--- config.mk ---
export PLATFORM = sky130hd
export DESIGN_NAME = cfg_port
export DESIGN_NICKNAME = d
export VERILOG_FILES = /design/src/rtl/cfg_pkg.sv /design/src/rtl/cfg_key_fsm.sv /design/src/rtl/cfg_global_regs.sv /design/src/rtl/cfg_dev_bank.sv /design/src/rtl/cfg_port.sv
export SDC_FILE = /design/constraint.sdc
export NUM_CORES = 1
export LEC_CHECK = 0
export ABC_AREA = 1
export BUFFER_PORTS_ARGS = -buffer_cell sky130_fd_sc_hd__buf_2
export CORE_MARGIN = 1
export CORE_UTILIZATION = 50
export DETAILED_ROUTE_END_ITERATION = 16
export PLACE_DENSITY = 0.82
export REMOVE_ABC_BUFFERS = 1
export SLEW_MARGIN = 20
export SYNTH_ARGS = -nofsm -noshare
export SYNTH_HDL_FRONTEND = slang
export SYNTH_SLANG_ARGS = --single-unit
export TNS_END_PERCENT = 20
--- constraint.sdc ---
create_clock -name clk -period 1.88 [get_ports clk]
set_input_delay 0 -clock clk [delete_from_list [all_inputs] [get_ports clk]]
set_output_delay 0 -clock clk [all_outputs]
set_load 0.01 [all_outputs]
--- src/rtl/cfg_pkg.sv ---
package cfg_pkg;
    typedef enum logic [1:0] {
        KS_IDLE   = 2'd0,
        KS_HALF   = 2'd1,
        KS_OPEN   = 2'd2,
        KS_LOCKED = 2'd3
    } key_state_e;

    localparam logic [7:0] KEY_ENTER   = 8'h83;
    localparam logic [7:0] KEY_EXIT    = 8'hAA;
    localparam logic [7:0] IX_SRST     = 8'h02;
    localparam logic [7:0] IX_LDN      = 8'h07;
    localparam logic [7:0] IX_ID_HI    = 8'h20;
    localparam logic [7:0] IX_ID_LO    = 8'h21;
    localparam logic [7:0] IX_PWR      = 8'h22;
    localparam logic [7:0] IX_PME      = 8'h23;
    localparam logic [7:0] IX_CTRL     = 8'h26;
    localparam logic [7:0] IX_BANK_MIN = 8'h30;
    localparam logic [7:0] IX_ACT      = 8'h30;
    localparam logic [7:0] IX_BASE_HI  = 8'h60;
    localparam logic [7:0] IX_BASE_LO  = 8'h61;
    localparam logic [7:0] IX_IRQ      = 8'h70;
    localparam logic [7:0] IX_DRQ      = 8'h74;
    localparam logic [7:0] IX_OPT      = 8'hF0;
    localparam logic [7:0] ID_HI_VAL   = 8'h71;
    localparam logic [3:0] ID_LO_TOP   = 4'h2;
    localparam logic [2:0] PWR_RESET   = 3'b100;
endpackage

--- src/rtl/cfg_key_fsm.sv ---
module cfg_key_fsm
    import cfg_pkg::*;
(
    input  logic       clk,
    input  logic       rst_n,
    input  logic       idx_wr,
    input  logic [7:0] wdata,
    input  logic       lock_req,
    output key_state_e state,
    output logic       open,
    output logic       locked,
    output logic [7:0] index
);
    key_state_e nxt;

    always_ff @(posedge clk or negedge rst_n) begin
        if (!rst_n) state <= KS_IDLE;
        else        state <= nxt;
    end

    always_comb begin
        nxt = state;
        unique case (state)
            KS_IDLE:   if (idx_wr && wdata == KEY_ENTER) nxt = KS_HALF;
            KS_HALF:   if (idx_wr) nxt = (wdata == KEY_ENTER) ? KS_OPEN : KS_IDLE;
            KS_OPEN: begin
                if (lock_req)                         nxt = KS_LOCKED;
                else if (idx_wr && wdata == KEY_EXIT) nxt = KS_IDLE;
            end
            KS_LOCKED: nxt = KS_LOCKED;
        endcase
    end

    always_comb begin
        open   = (state == KS_OPEN);
        locked = (state == KS_LOCKED);
    end

    // index register only moves while the window is open
    always_ff @(posedge clk or negedge rst_n) begin
        if (!rst_n)
            index <= 8'h00;
        else if (open && idx_wr && wdata != KEY_EXIT)
            index <= wdata;
    end
endmodule

--- src/rtl/cfg_global_regs.sv ---
module cfg_global_regs
    import cfg_pkg::*;
#(
    parameter logic [3:0] REV = 4'h0
) (
    input  logic       clk,
    input  logic       rst_n,
    input  logic       wr_en,
    input  logic [7:0] index,
    input  logic [7:0] wdata,
    output logic [7:0] rd_val,
    output logic       lock_req,
    output logic       soft_rst,
    output logic [7:0] ldn,
    output logic [2:0] pwr_on,
    output logic [3:0] pme_en,
    output logic       port_sel
);
    always_ff @(posedge clk or negedge rst_n) begin
        if (!rst_n) begin
            soft_rst <= 1'b0;
            ldn      <= 8'h00;
            pwr_on   <= PWR_RESET;
            pme_en   <= 4'h0;
            port_sel <= 1'b0;
        end else begin
            soft_rst <= wr_en && (index == IX_SRST) && wdata[0];
            if (wr_en) begin
                case (index)
                    IX_LDN:  ldn      <= wdata;
                    IX_PWR:  pwr_on   <= wdata[7:5];
                    IX_PME:  pme_en   <= wdata[7:4];
                    IX_CTRL: port_sel <= wdata[6];
                    default: ;
                endcase
            end
        end
    end

    assign lock_req = wr_en && (index == IX_CTRL) && wdata[5];

    always_comb begin
        case (index)
            IX_LDN:   rd_val = ldn;
            IX_ID_HI: rd_val = ID_HI_VAL;
            IX_ID_LO: rd_val = {ID_LO_TOP, REV};
            IX_PWR:   rd_val = {pwr_on, 5'b0};
            IX_PME:   rd_val = {pme_en, 4'b0};
            IX_CTRL:  rd_val = {1'b0, port_sel, 6'b0};
            default:  rd_val = 8'h00;
        endcase
    end
endmodule

--- src/rtl/cfg_dev_bank.sv ---
module cfg_dev_bank
    import cfg_pkg::*;
(
    input  logic        clk,
    input  logic        rst_n,
    input  logic        wr_en,
    input  logic        sel,
    input  logic [7:0]  index,
    input  logic [7:0]  wdata,
    output logic [7:0]  rd_val,
    output logic        active,
    output logic [15:0] base,
    output logic [3:0]  irq,
    output logic [3:0]  drq,
    output logic        opt
);
    always_ff @(posedge clk or negedge rst_n) begin
        if (!rst_n) begin
            active <= 1'b0;
            base   <= 16'h0000;
            irq    <= 4'h0;
            drq    <= 4'h0;
            opt    <= 1'b0;
        end else if (wr_en && sel) begin
            case (index)
                IX_ACT:     active      <= wdata[0];
                IX_BASE_HI: base[15:8]  <= wdata;
                IX_BASE_LO: base[7:0]   <= wdata;
                IX_IRQ:     irq         <= wdata[3:0];
                IX_DRQ:     drq         <= wdata[3:0];
                IX_OPT:     opt         <= wdata[0];
                default: ;
            endcase
        end
    end

    always_comb begin
        case (index)
            IX_ACT:     rd_val = {7'b0, active};
            IX_BASE_HI: rd_val = base[15:8];
            IX_BASE_LO: rd_val = base[7:0];
            IX_IRQ:     rd_val = {4'b0, irq};
            IX_DRQ:     rd_val = {4'b0, drq};
            IX_OPT:     rd_val = {7'b0, opt};
            default:    rd_val = 8'h00;
        endcase
    end
endmodule

--- src/rtl/cfg_port.sv ---
module cfg_port
    import cfg_pkg::*;
#(
    parameter int                NDEV   = 3,
    parameter int                ADDR_W = 10,
    parameter logic [ADDR_W-1:0] PORT_A = 10'h02E,
    parameter logic [ADDR_W-1:0] PORT_B = 10'h04E,
    parameter logic [3:0]        REV    = 4'h0
) (
    input  logic                 clk,
    input  logic                 rst_n,
    input  logic                 wr_stb,
    input  logic                 rd_stb,
    input  logic [ADDR_W-1:0]    addr,
    input  logic [7:0]           wdata,
    output logic [7:0]           rdata,
    output logic                 cfg_mode,
    output logic                 cfg_locked,
    output logic                 soft_rst,
    output logic [7:0]           ldev_num,
    output logic [2:0]           pwr_on,
    output logic [3:0]           pme_en,
    output logic                 port_sel,
    output logic [NDEV-1:0]      dev_active,
    output logic [NDEV*16-1:0]   dev_base,
    output logic [NDEV*4-1:0]    dev_irq,
    output logic [NDEV*4-1:0]    dev_drq,
    output logic [NDEV-1:0]      dev_opt
);
    localparam logic [ADDR_W-1:0] ONE = ADDR_W'(1);

    logic [ADDR_W-1:0] idx_port, dat_port;
    logic              idx_wr, dat_wr, dat_rd, cfg_wr;
    logic              lock_req;
    logic [7:0]        index, glob_rd, bank_val, cfg_val;
    logic [7:0]        bank_rd [NDEV];
    key_state_e        key_state;

    assign idx_port = port_sel ? PORT_B : PORT_A;
    assign dat_port = idx_port + ONE;
    assign idx_wr   = wr_stb && (addr == idx_port);
    assign dat_wr   = wr_stb && (addr == dat_port);
    assign dat_rd   = rd_stb && (addr == dat_port);
    assign cfg_wr   = dat_wr && cfg_mode;

    cfg_key_fsm u_key (
        .clk      (clk),
        .rst_n    (rst_n),
        .idx_wr   (idx_wr),
        .wdata    (wdata),
        .lock_req (lock_req),
        .state    (key_state),
        .open     (cfg_mode),
        .locked   (cfg_locked),
        .index    (index)
    );

    cfg_global_regs #(.REV(REV)) u_glob (
        .clk      (clk),
        .rst_n    (rst_n),
        .wr_en    (cfg_wr && index < IX_BANK_MIN),
        .index    (index),
        .wdata    (wdata),
        .rd_val   (glob_rd),
        .lock_req (lock_req),
        .soft_rst (soft_rst),
        .ldn      (ldev_num),
        .pwr_on   (pwr_on),
        .pme_en   (pme_en),
        .port_sel (port_sel)
    );

    for (genvar g = 0; g < NDEV; g++) begin : g_bank
        cfg_dev_bank u_bank (
            .clk    (clk),
            .rst_n  (rst_n),
            .wr_en  (cfg_wr && index >= IX_BANK_MIN),
            .sel    (ldev_num == 8'(g)),
            .index  (index),
            .wdata  (wdata),
            .rd_val (bank_rd[g]),
            .active (dev_active[g]),
            .base   (dev_base[g*16 +: 16]),
            .irq    (dev_irq[g*4 +: 4]),
            .drq    (dev_drq[g*4 +: 4]),
            .opt    (dev_opt[g])
        );
    end

    always_comb begin
        bank_val = 8'h00;
        for (int i = 0; i < NDEV; i++)
            if (ldev_num == 8'(i)) bank_val = bank_rd[i];
        cfg_val = (index < IX_BANK_MIN) ? glob_rd : bank_val;
        rdata   = (dat_rd && cfg_mode) ? cfg_val : 8'hFF;
    end

    logic unused_ok;
    assign unused_ok = ^key_state;
endmodule

==> results.json, run 1 <==
{
  "worstPathCellList": "inv_2 > nand2_1 > nor2_2 > nand2_2 > clkinv_4 > buf_4 > nand2_1 > and3_1 > a21oi_1 > nand2_1 > nand2_2 > buf_6",
  "clk_path_buf_depth": 2,
  "synth_area_mm2": 0.00549,
  "pin_count": 127,
  "synth.avg_cell_area_um2": 7.80,
  "p_total_mw": 3.87,
  "cap_violations": 0,
  "yosys_most_used_dff": "dfrtp_1",
  "clockRootBuffer": "clkbuf_8",
  "crit_cells": 12,
  "holdWs_ps": 22.8,
  "setup_viol": 47,
  "wl_met3_mm": 1.46,
  "tightest_slew_ps": 501,
  "start_kind": "flip-flop",
  "rsz0062_at_grt": "true",
  "portBuffers": 126,
  "row_count": 37,
  "finalHoldViolCount": 0,
  "wire_per_inst_um": 17.1,
  "path_delay_family": "simple AND/OR/NAND/NOR gates",
  "async_flop_share_pct": 100,
  "post-route-util_pct": 69.5,
  "hpwl_mm": 11.5,
  "die-area_mm2": 0.0114,
  "required_ps": 1880,
  "drive_gt1_share_pct": 37.3,
  "clock.fmax_mhz": 460,
  "crit_start": "u_key.index[3]$_DFFE_PN0P_",
  "fin_setup_tns_ps": -3340,
  "setup_slack_ps": -293,
  "layout.nets": 904,
  "grt_max_degree": 55,
  "final_area_mm2": 0.00727,
  "wirelength_mm": 17.5,
  "drtPass1Iterations": 6,
  "r2r-start": "u_glob.ldn[6]$_DFFE_PN0P_",
  "drtIter0Drc": 508,
  "max_stage_delay_ps": 440,
  "cp_max_fo": 5,
  "slew_headroom_pct": 66.5,
  "area_growth_pct": 32.5,
  "drc": 0,
  "ys_ff_latch": 105,
  "cp_common_cell": "nand2_1",
  "critical_path_arrival_ps": 2170,
  "ys_seq_area_share_pct": 47.9,
  "rr_worst_depth": 8,
  "grt_pass1_vias": 5211,
  "initial_utilization_pct": 52.4,
  "path_clk_slew_ps": 100,
  "rr_endpoint": "g_bank[1].u_bank.irq[1]$_DFFE_PN0P_",
  "via_per_inst": 5.61,
  "period_needed_ps": 2170,
  "slew_violations": 0,
  "syn_inst": 703,
  "synth_warnings": 0,
  "place_inst": 970,
  "dr_total_vias": 5740,
  "path_buf_inv": 4,
  "cp-endpoint": "rdata[0]",
  "fin_crit_sh_pct": 116,
  "status": "complete, but fails checks",
  "cts_made_buffers": 9,
  "grt_usage_pct": 30.2,
  "grt_pass1_wl_mm": 26.6,
  "violations": "setup timing",
  "cts.sinks": 105,
  "fin_cells": 1023,
  "grt_antenna_before_repair": 0,
  "fin_skew_ps": 19.9,
  "place_congestion": 0.874,
  "synth_cell_types": 35,
  "die_h_um": 107,
  "dp_slack_ps": -27.6,
  "ff2ff_setup_slack_ps": -120,
  "htree_num_levels": 3,
  "wl_met1_mm": 7.07,
  "drtAntennaViolNets": 0,
  "peakVddDrop_uv": 528,
  "insertion_delay_ps": 380,
  "highest_layer": "met4",
  "crit_type": "reg2out",
  "synth_edf_count": 0,
  "worstHoldPathType": "in2reg",
  "final_cell_mix": "247 x nand2_1, 121 x buf_2, 98 x dfrtp_1",
  "grt-ovfl-total": 0,
  "cellLeakagePower_nw": 3.87,
  "placed_cell_area_mm2": 0.00640,
  "n_antenna_cell": 0,
  "final_common_cell": "nand2_1",
  "power_density_mw_per_mm2": 533,
  "coreArea_mm2": 0.0105,
  "crit_path_end_kind": "primary output",
  "cts_tree": "done",
  "route.met2.wl_mm": 8.44,
  "crit_slowest_cell": "dfrtp_1",
  "die_w_um": 107
}
[how the worst min path moves through the flow]
| stage | end | slack, ps | cells after the start | startpoint |
|---|---|---|---|---|
| detailed placement | g_bank[0].u_bank.drq[3]$_DFFE_PN0P_ | -70 | 1 | rst_n |
| global placement | g_bank[0].u_bank.irq[2]$_DFFE_PN0P_ | -70 | 1 | rst_n |
| global route | u_key.state[0]$_DFFE_PN0P_ | 70 | 4 | wr_stb |
| floorplan | g_bank[0].u_bank.active$_DFFE_PN0P_ | -300 | 0 | rst_n |
| CTS | u_key.state[0]$_DFFE_PN0P_ | 20 | 4 | wr_stb |
| finish | u_key.state[0]$_DFFE_PN0P_ | 20 | 4 | wr_stb |
[cell type report]
class,instances,area (um2)
sequential,105,2640
tap,136,170
clock buffer,10,128
clock inverter,6,65.1
multi-input combinational,509,2730
inverter,60,235
timing repair buffer,197,1300
fill,831,3200
[cells by family after synthesis]
group	count (synthesis)	share of synthesized area, %
flops	105	47.9
buf+inv	89	7.34
simple gates	386	31.7
compound gates	123	13.1
[what timing repair did]
action                                  in CTS  in global routing
pin swaps                                   18                 35
hold buffers                                 6                  0
endpoints found under the setup margin      24                 78
gates resized for setup                     45                 74
gates cloned                                 1                  0
buffers inserted                            18                 13
endpoints found under the hold margin      111                  0
[worst register-to-register path, cell delays in order, from the launching register on]
cell     delay, ps
dfrtp_1        440
inv_2           70
nand4_1        220
nor2_1         230
nand3_2        160
buf_4          200
nor2_8         170
nand2_1        200
o21ai_0        240
[synthesized netlist by cell type, types with 2 or more instances]
cell	instances	area, um2
clkbuf_1	8	30.0
nor3_1	9	45.0
o22ai_1	4	25.0
inv_2	7	26.3
nor2_1	33	124
nand3_1	35	175
dfrtp_1	104	2600
a21oi_1	5	25.0
buf_2	10	50.1
o21ai_2	19	166
a211oi_1	2	15.0
nand2_2	7	43.8
o21ai_1	45	225
nand4_1	16	100
nor2_2	3	18.8
nand2_1	265	995
nand2_4	5	56.3
buf_4	7	52.6
o21ai_0	42	210
inv_1	53	199
buf_6	4	45.0
and3_1	3	18.8
nor2_8	5	100
[where the power goes]
part	switching (mW)	total (mW)	internal (mW)
logic	0.129	0.178	0.0486
registers	0.00000672	2.26	2.26
clock network	0.815	1.44	0.622
total	0.944	3.87	2.93
[metal layers]
layer	vias up	GRT usage [%]
met5	-	0
met4	0	9.10
met3	46	5.59
met2	315	50.0
met1	2743	40.4
li1	2636	-
[flip-flops by register name (all words and copies together), names as in the netlist, 2 cells and up]
register              count
g_bank.u_bank.active      3
g_bank.u_bank.base       48
g_bank.u_bank.drq        12
g_bank.u_bank.irq        12
g_bank.u_bank.opt         3
u_glob.ldn                8
u_glob.pme_en             4
u_glob.pwr_on             3
u_key.index               8
u_key.state               2
Power figures use the tool's default switching activity.
==> run 2: changes to the inputs <==
--- a/config.mk
+++ b/config.mk
@@ -9,11 +9,13 @@
 export BUFFER_PORTS_ARGS = -buffer_cell sky130_fd_sc_hd__buf_2
 export CORE_MARGIN = 1
 export CORE_UTILIZATION = 50
+export CTS_CLUSTER_SIZE = 16
 export DETAILED_ROUTE_END_ITERATION = 16
-export PLACE_DENSITY = 0.82
+export PLACE_DENSITY = 0.81
 export REMOVE_ABC_BUFFERS = 1
 export SLEW_MARGIN = 20
 export SYNTH_ARGS = -nofsm -noshare
 export SYNTH_HDL_FRONTEND = slang
+export SYNTH_HIERARCHICAL = 1
 export SYNTH_SLANG_ARGS = --single-unit
 export TNS_END_PERCENT = 20
==> constraint.sdc (replaced) <==
create_clock -name clk -period 1.88 [get_ports clk]
set_input_delay 0.094 -clock clk [delete_from_list [all_inputs] [get_ports clk]]
set_output_delay 0.094 -clock clk [all_outputs]
set_load 0.01 [all_outputs]
==> run 2 against run 1 <==
The run still ends with setup timing left. Sequential power about the same. Power up 14%. Routed wire length up 27%. Clock skew down 8.7 ps. Fmax down 2.4%. Register-to-register slack better by 70 ps. Non-clock buffer count up 16.
==> results.json, run 2 <==
{
  "status": "complete, but fails checks",
  "violations": "setup timing",
  "grt_pass1_wl_mm": 31.0,
  "grt_antenna_before_repair": 0,
  "ff2ff_setup_slack_ps": -50,
  "largest_register_ffs": 48,
  "synth.area.top_cells": "dfrtp_1 41%, nand2_1 15%, nand3_1 7.0%",
  "worstPathCellList": "inv_2 > nand2_4 > nor2_4 > buf_6 > buf_16 > nand3_2 > nand4_1 > nand2_1 > nand3_2 > nand2_2 > nand2_2 > buf_6",
  "required_ps": 1790,
  "drtPass1Iterations": 6,
  "insertion_delay_ps": 360,
  "synth_cell_types": 30,
  "coreArea_mm2": 0.0122,
  "setup_viol": 12,
  "via_per_inst": 5.76,
  "grt-ovfl-total": 0,
  "grt_usage_pct": 30.9,
  "yosys.area_share.simple_pct": 38.9,
  "synthAdderAreaFrac_pct": 0,
  "initial_utilization_pct": 52.1,
  "drc": 0,
  "fin_skew_ps": 11.2,
  "reg_top3": "g_bank.u_bank/base x48, g_bank.u_bank/drq x12, g_bank.u_bank/irq x12",
  "finalHoldViolCount": 0,
  "rr_endpoint": "g_bank[0].u_bank/opt$_DFFE_PN0P_",
  "crit_type": "reg2out",
  "clock.fmax_mhz": 449,
  "n_antenna_cell": 0,
  "yosys_most_used_dff": "dfrtp_1",
  "rsz0062_at_grt": "true",
  "synth.avg_cell_area_um2": 7.49,
  "p_sw_share_pct": 24.1,
  "combPwrFrac_pct": 7.6,
  "crit_slowest_cell": "dfrtp_2",
  "intPower_mw": 3.34,
  "die_w_um": 115,
  "power_density_mw_per_mm2": 504,
  "synth_most_common_cell": "nand2_1",
  "clk_path_buf_depth": 2,
  "cts_tree": "done",
  "whs_path_depth": 3,
  "synth_top_family_by_area": "simple AND/OR/NAND/NOR gates",
  "final_cell_mix": "227 x nand2_1, 122 x buf_2, 97 x dfrtp_1",
  "pin_count": 127,
  "wire_per_inst_um": 17.9,
  "wirelength_mm": 22.1,
  "worstHoldPathType": "in2reg",
  "drive_gt1_share_pct": 39.7,
  "portBuffers": 126,
  "async_flop_share_pct": 100,
  "period_needed_ps": 2230,
  "path_clk_slew_ps": 70,
  "setup_slack_ps": -346,
  "synth_edf_count": 0,
  "ys_seq_area_share_pct": 41.5,
  "placed_cell_area_mm2": 0.00744,
  "p_switching_mw": 1.06,
  "cts.sinks": 105,
  "area_growth_pct": 38.0,
  "die-area_mm2": 0.0131,
  "layout.nets": 1084,
  "slew_violations": 0,
  "cap_violations": 0,
  "syn_inst": 845,
  "grt_pass1_vias": 6167,
  "synth-xor-area-share_pct": 0,
  "final_common_cell": "nand2_1",
  "hpwl_mm": 13.1,
  "fillCellCount": 839,
  "synth_top_area_share_pct": 41.1,
  "pwr-share-seq_pct": 51.5,
  "crit_path_end_kind": "primary output",
  "clockRootBuffer": "clkbuf_16",
  "worstHoldStart": "wdata[0]",
  "synth.area.mux_share_pct": 0,
  "ys_ff_latch": 105,
  "final_area_mm2": 0.00874,
  "grt_max_degree": 47,
  "hold_end": "u_key/index[0]$_DFFE_PN0P_",
  "synth_area_mm2": 0.00633,
  "rr_worst_depth": 12,
  "drtAntennaViolNets": 0,
  "htree_num_levels": 3,
  "critical_path_arrival_ps": 2130,
  "p_total_mw": 4.40,
  "peakVddDrop_uv": 377,
  "r2r-start": "u_glob/port_sel$_DFFE_PN0P_",
  "tightest_slew_ps": 448,
  "cellLeakagePower_nw": 4.64,
  "drtIter0Drc": 930,
  "cts_made_buffers": 9,
  "synth_compound_gate_area_share_pct": 10.7,
  "regMostFlops": "g_bank.u_bank/base",
  "row_count": 40,
  "dr_total_vias": 7111,
  "place_congestion": 0.905,
  "max_stage_delay_ps": 510,
  "synth_warnings": 6,
  "dp_slack_ps": -61.9,
  "fin_crit_sh_pct": 118,
  "p_clk_share_pct": 40.9,
  "die_h_um": 115,
  "slew_headroom_pct": 70.1,
  "cp_max_fo": 8,
  "start_kind": "flip-flop",
  "yosysTopAreaCell": "dfrtp_1",
  "synth_common_cells": "255 x nand2_1, 104 x dfrtp_1, 102 x inv_1"
}
-- run 2: area by class of cell --
type / instances / area [um2] / share of cell area (%)
Multi-Input combinational cell: 622 / 3640 / 41.6
Tap cell: 168 / 210 / 2.41
Clock buffer: 11 / 253 / 2.89
Sequential cell: 105 / 2640 / 30.2
Inverter: 111 / 424 / 4.85
Timing Repair Buffer: 213 / 1550 / 17.7
Clock inverter: 4 / 27.5 / 0.315
-- run 2: per-layer routing --
layer,GRT usage [%],up-vias,share of wire [%],wire [um]
li1,-,3165,-,-
met1,40.0,3318,38,8440
met2,51.0,506,47,10500
met3,4.61,122,9.1,2010
met4,14.9,0,5.2,1150
met5,0,-,0,0
-- run 2: through the flow --
step	setup TNS, ps	hold WS, ps	util, %	instances
global route	-5300	80.8	71.9	1234
finish	-2460	88.2	71.9	1234
floorplan	-12790	-202	-	828
CTS	-1650	75.8	67.9	1217
detailed placement	-753	70.2	61.2	1165
global placement	-9.67	65.8	61.2	1165
-- run 2: worst max-delay path by stage --
stage / endpoint / start / depth (start not counted)
2_1_floorplan: g_bank[2].u_bank/base[4]$_DFFE_PN0P_ / u_key/index[6]$_DFFE_PN0P_ / 7
3_3_place_gp: g_bank[1].u_bank/base[13]$_DFFE_PN0P_ / u_key/state[0]$_DFFE_PN0P_ / 9
3_5_place_dp: g_bank[0].u_bank/base[6]$_DFFE_PN0P_ / u_key/state[0]$_DFFE_PN0P_ / 9
4_1_cts: rdata[3] / u_key/index[6]$_DFFE_PN0P_ / 11
5_1_grt: rdata[0] / u_key/index[1]$_DFFE_PN0P_ / 13
6_report: rdata[1] / u_key/index[0]$_DFFE_PN0P_ / 12
-- run 2: worst max-delay path: cells and delay by family, from the launching register on --
family | cells | cell delay [ps]
simple gates | 8 | 800
flops | 1 | 510
buf+inv | 4 | 460
-- run 2: repair_timing --
item,4_1_cts,5_1_grt
pin swaps,23,43
hold buffers,1,0
setup endpoints to repair,63,101
hold endpoints to repair,29,0
gates resized for setup,62,86
buffers inserted,28,11
cloned,8,8
-- run 2: logic make-up after synthesis --
| logic type | after synthesis |
|---|---|
| AO/OA/AOI/OAI | 122 |
| flip-flops | 105 |
| AND/OR/NAND/NOR | 490 |
| buffers and inverters | 128 |
-- run 2: power groups by stage --
stage          clock network [mW]  logic (mW)  registers [mW]
3_5_place_dp                    0       0.245            2.31
3_3_place_gp                    0       0.243            2.31
2_1_floorplan                   0      0.0771            2.31
6_report                     1.80       0.333            2.27
4_1_cts                      1.82       0.294            2.27
5_1_grt                      1.91       0.354            2.27
==> run 3: changes to the inputs <==
--- a/config.mk
+++ b/config.mk
@@ -7,11 +7,13 @@
 export LEC_CHECK = 0
 export ABC_AREA = 1
 export BUFFER_PORTS_ARGS = -buffer_cell sky130_fd_sc_hd__buf_2
+export CELL_PAD_IN_SITES_DETAIL_PLACEMENT = 0
+export CELL_PAD_IN_SITES_GLOBAL_PLACEMENT = 1
 export CORE_MARGIN = 1
-export CORE_UTILIZATION = 50
+export CORE_UTILIZATION = 40
 export CTS_CLUSTER_SIZE = 16
 export DETAILED_ROUTE_END_ITERATION = 16
-export PLACE_DENSITY = 0.81
+export PLACE_DENSITY = 0.87
 export REMOVE_ABC_BUFFERS = 1
 export SLEW_MARGIN = 20
 export SYNTH_ARGS = -nofsm -noshare
==> run 3 against run 2 <==
The run still ends with setup timing left. Fmax rose by 5.1%. Non-clock buffer count rose by 1. Critical path depth unchanged. Clock power is 24% higher. Core utilization fell by 15 points. Die area is 25% higher. Cell count increased by 3.3%. Critical path type unchanged. Largest power group unchanged.
==> results.json, run 3 (synthesized netlist as in run 2, its figures left out) <==
{
  "status": "complete, but fails checks",
  "violations": "setup timing",
  "hpwl_mm": 14.0,
  "final_common_cell": "nand2_1",
  "largest_register_ffs": 48,
  "n_antenna_cell": 0,
  "worstHoldPathType": "in2reg",
  "cap_violations": 0,
  "cellLeakagePower_nw": 4.64,
  "path_clk_slew_ps": 70,
  "drive_gt1_share_pct": 37.9,
  "setup_viol": 8,
  "layout.nets": 1081,
  "place_congestion": 0.899,
  "via_per_inst": 4.99,
  "fin_skew_ps": 7.40,
  "pin_count": 127,
  "cts.sinks": 105,
  "ff2ff_setup_slack_ps": 90,
  "wire_per_inst_um": 15.6,
  "cp_max_fo": 7,
  "required_ps": 1790,
  "grt_max_degree": 74,
  "dr_total_vias": 6364,
  "grt_antenna_before_repair": 0,
  "fin_setup_tns_ps": -1670,
  "setup_slack_ps": -239,
  "wirelength_mm": 19.9,
  "worstHoldStart": "wdata[6]",
  "clk_path_buf_depth": 2,
  "die_h_um": 128,
  "crit_path_end_kind": "primary output",
  "cts_made_buffers": 9,
  "cts_tree": "done",
  "r2r-start": "u_glob/port_sel$_DFFE_PN0P_",
  "regMostFlops": "g_bank.u_bank/base",
  "grt_pass1_vias": 5743,
  "power_density_mw_per_mm2": 551,
  "portBuffers": 126,
  "rsz0062_at_grt": "true",
  "insertion_delay_ps": 360,
  "clockRootBuffer": "clkbuf_16",
  "drc": 0,
  "period_needed_ps": 2120,
  "htree_num_levels": 3,
  "clock.fmax_mhz": 472,
  "die-area_mm2": 0.0163,
  "fillCellCount": 1435,
  "area_growth_pct": 38.1,
  "grt-ovfl-total": 0,
  "critical_path_arrival_ps": 2020,
  "grt_usage_pct": 24.4,
  "start_kind": "flip-flop",
  "drtAntennaViolNets": 0,
  "coreArea_mm2": 0.0153,
  "post-route-util_pct": 57.1,
  "drtPass1Iterations": 5,
  "die_w_um": 128,
  "final_cell_mix": "238 x nand2_1, 124 x buf_2, 99 x dfrtp_1",
  "fin_crit_sh_pct": 113,
  "crit_start": "u_key/index[0]$_DFFE_PN0P_",
  "grt_pass1_wl_mm": 30.5,
  "slew_headroom_pct": 68.4,
  "initial_utilization_pct": 41.3,
  "slew_violations": 0,
  "reg_top3": "g_bank.u_bank/base x48, g_bank.u_bank/drq x12, g_bank.u_bank/irq x12",
  "finalHoldViolCount": 0,
  "row_count": 45,
  "peakVddDrop_uv": 459,
  "tightest_slew_ps": 474,
  "crit_type": "reg2out",
  "drtIter0Drc": 485
}
-- run 3: changes by cell type in the layout (fill, tap and decap cells not counted), moves of 3 or more --
cell / before / now
nand2_1: 227 / 238
inv_2: 22 / 14
nor2_1: 35 / 41
o21ai_0: 78 / 82
bufinv_16: 0 / 3
o21ai_1: 7 / 4
nor2_4: 44 / 33
o22ai_2: 4 / 9
o22ai_1: 5 / 1
nand3_2: 15 / 18
nand2_2: 35 / 23
clkbuf_16: 13 / 9
inv_4: 0 / 3
inv_1: 87 / 91
-- run 3: timing repair --
| action | 4_1_cts | 5_1_grt |
|---|---|---|
| gates resized for setup | 57 | 70 |
| endpoints found under the setup margin | 43 | 97 |
| cloned | 5 | 1 |
| endpoints found under the hold margin | 104 | 0 |
| buffers inserted | 16 | 17 |
| hold buffers | 1 | 0 |
| pin swaps | 23 | 55 |
-- run 3: cell type report --
type	instances	area, um2	share of cell area, %
Timing Repair Buffer	214	1490	17.0
Clock inverter	6	114	1.30
Clock buffer	10	239	2.73
Inverter	111	437	4.99
Multi-Input combinational cell	618	3570	40.8
Tap cell	211	264	3.02
Sequential cell	105	2640	30.1
-- run 3: where the power goes --
part | switching, mW | internal (mW)
clock | 0.898 | 1.34
combinational | 0.209 | 0.103
sequential | 0.00456 | 2.26
-- run 3: path summary, 6_finish.rpt --
| kind | to | cells after the start |
|---|---|---|
| worst max-delay path | rdata[3] | 12 |
| worst min-delay path | u_key/index[6]$_DFFE_PN0P_ | 3 |
| worst max register to register | g_bank[1].u_bank/base[2]$_DFFE_PN0P_ | 13 |
| worst min register to register | g_bank[0].u_bank/active$_DFFE_PN0P_ | 2 |
| max in group asynchronous | u_key/index[1]$_DFFE_PN0P_ | 3 |
| min in group asynchronous | g_bank[2].u_bank/drq[3]$_DFFE_PN0P_ | 3 |
-- run 3: per-layer routing --
layer | part of all wire [%] | wire (um) | global-route usage [%] | vias to the layer above
li1 | - | - | - | 3163
met3 | 5.6 | 1120 | 3.63 | 24
met4 | 2.0 | 401 | 9.48 | 0
met5 | 0 | 0 | 0 | -
met2 | 47 | 9320 | 38.0 | 194
met1 | 46 | 9090 | 34.1 | 2983
-- run 3: through the flow --
step | area, um2 | hold WS [ps] | cells | power (mW) | setup slack, ps
after global placement | 7610 | 150 | 1219 | 2.57 | 25.6
after global routing | 8750 | 28.0 | 1275 | 4.94 | -342
after CTS | 8340 | 17.1 | 1257 | 4.82 | -207
after detailed placement | 7610 | 152 | 1219 | 2.58 | -67.7
final | 8750 | 25.5 | 1275 | 4.82 | -239
after floorplan | 6200 | -202 | 828 | 2.39 | -198
-- run 3: critical path: stages (launching register included) --
cell	delay [ps]
dfrtp_2	480
inv_2	90
nand2_4	60
nor2_4	150
buf_4	130
buf_4	100
nand3_1	60
nand4_1	140
nand2_1	90
nand3_2	60
nand2_1	50
nand2_1	90
buf_2	140
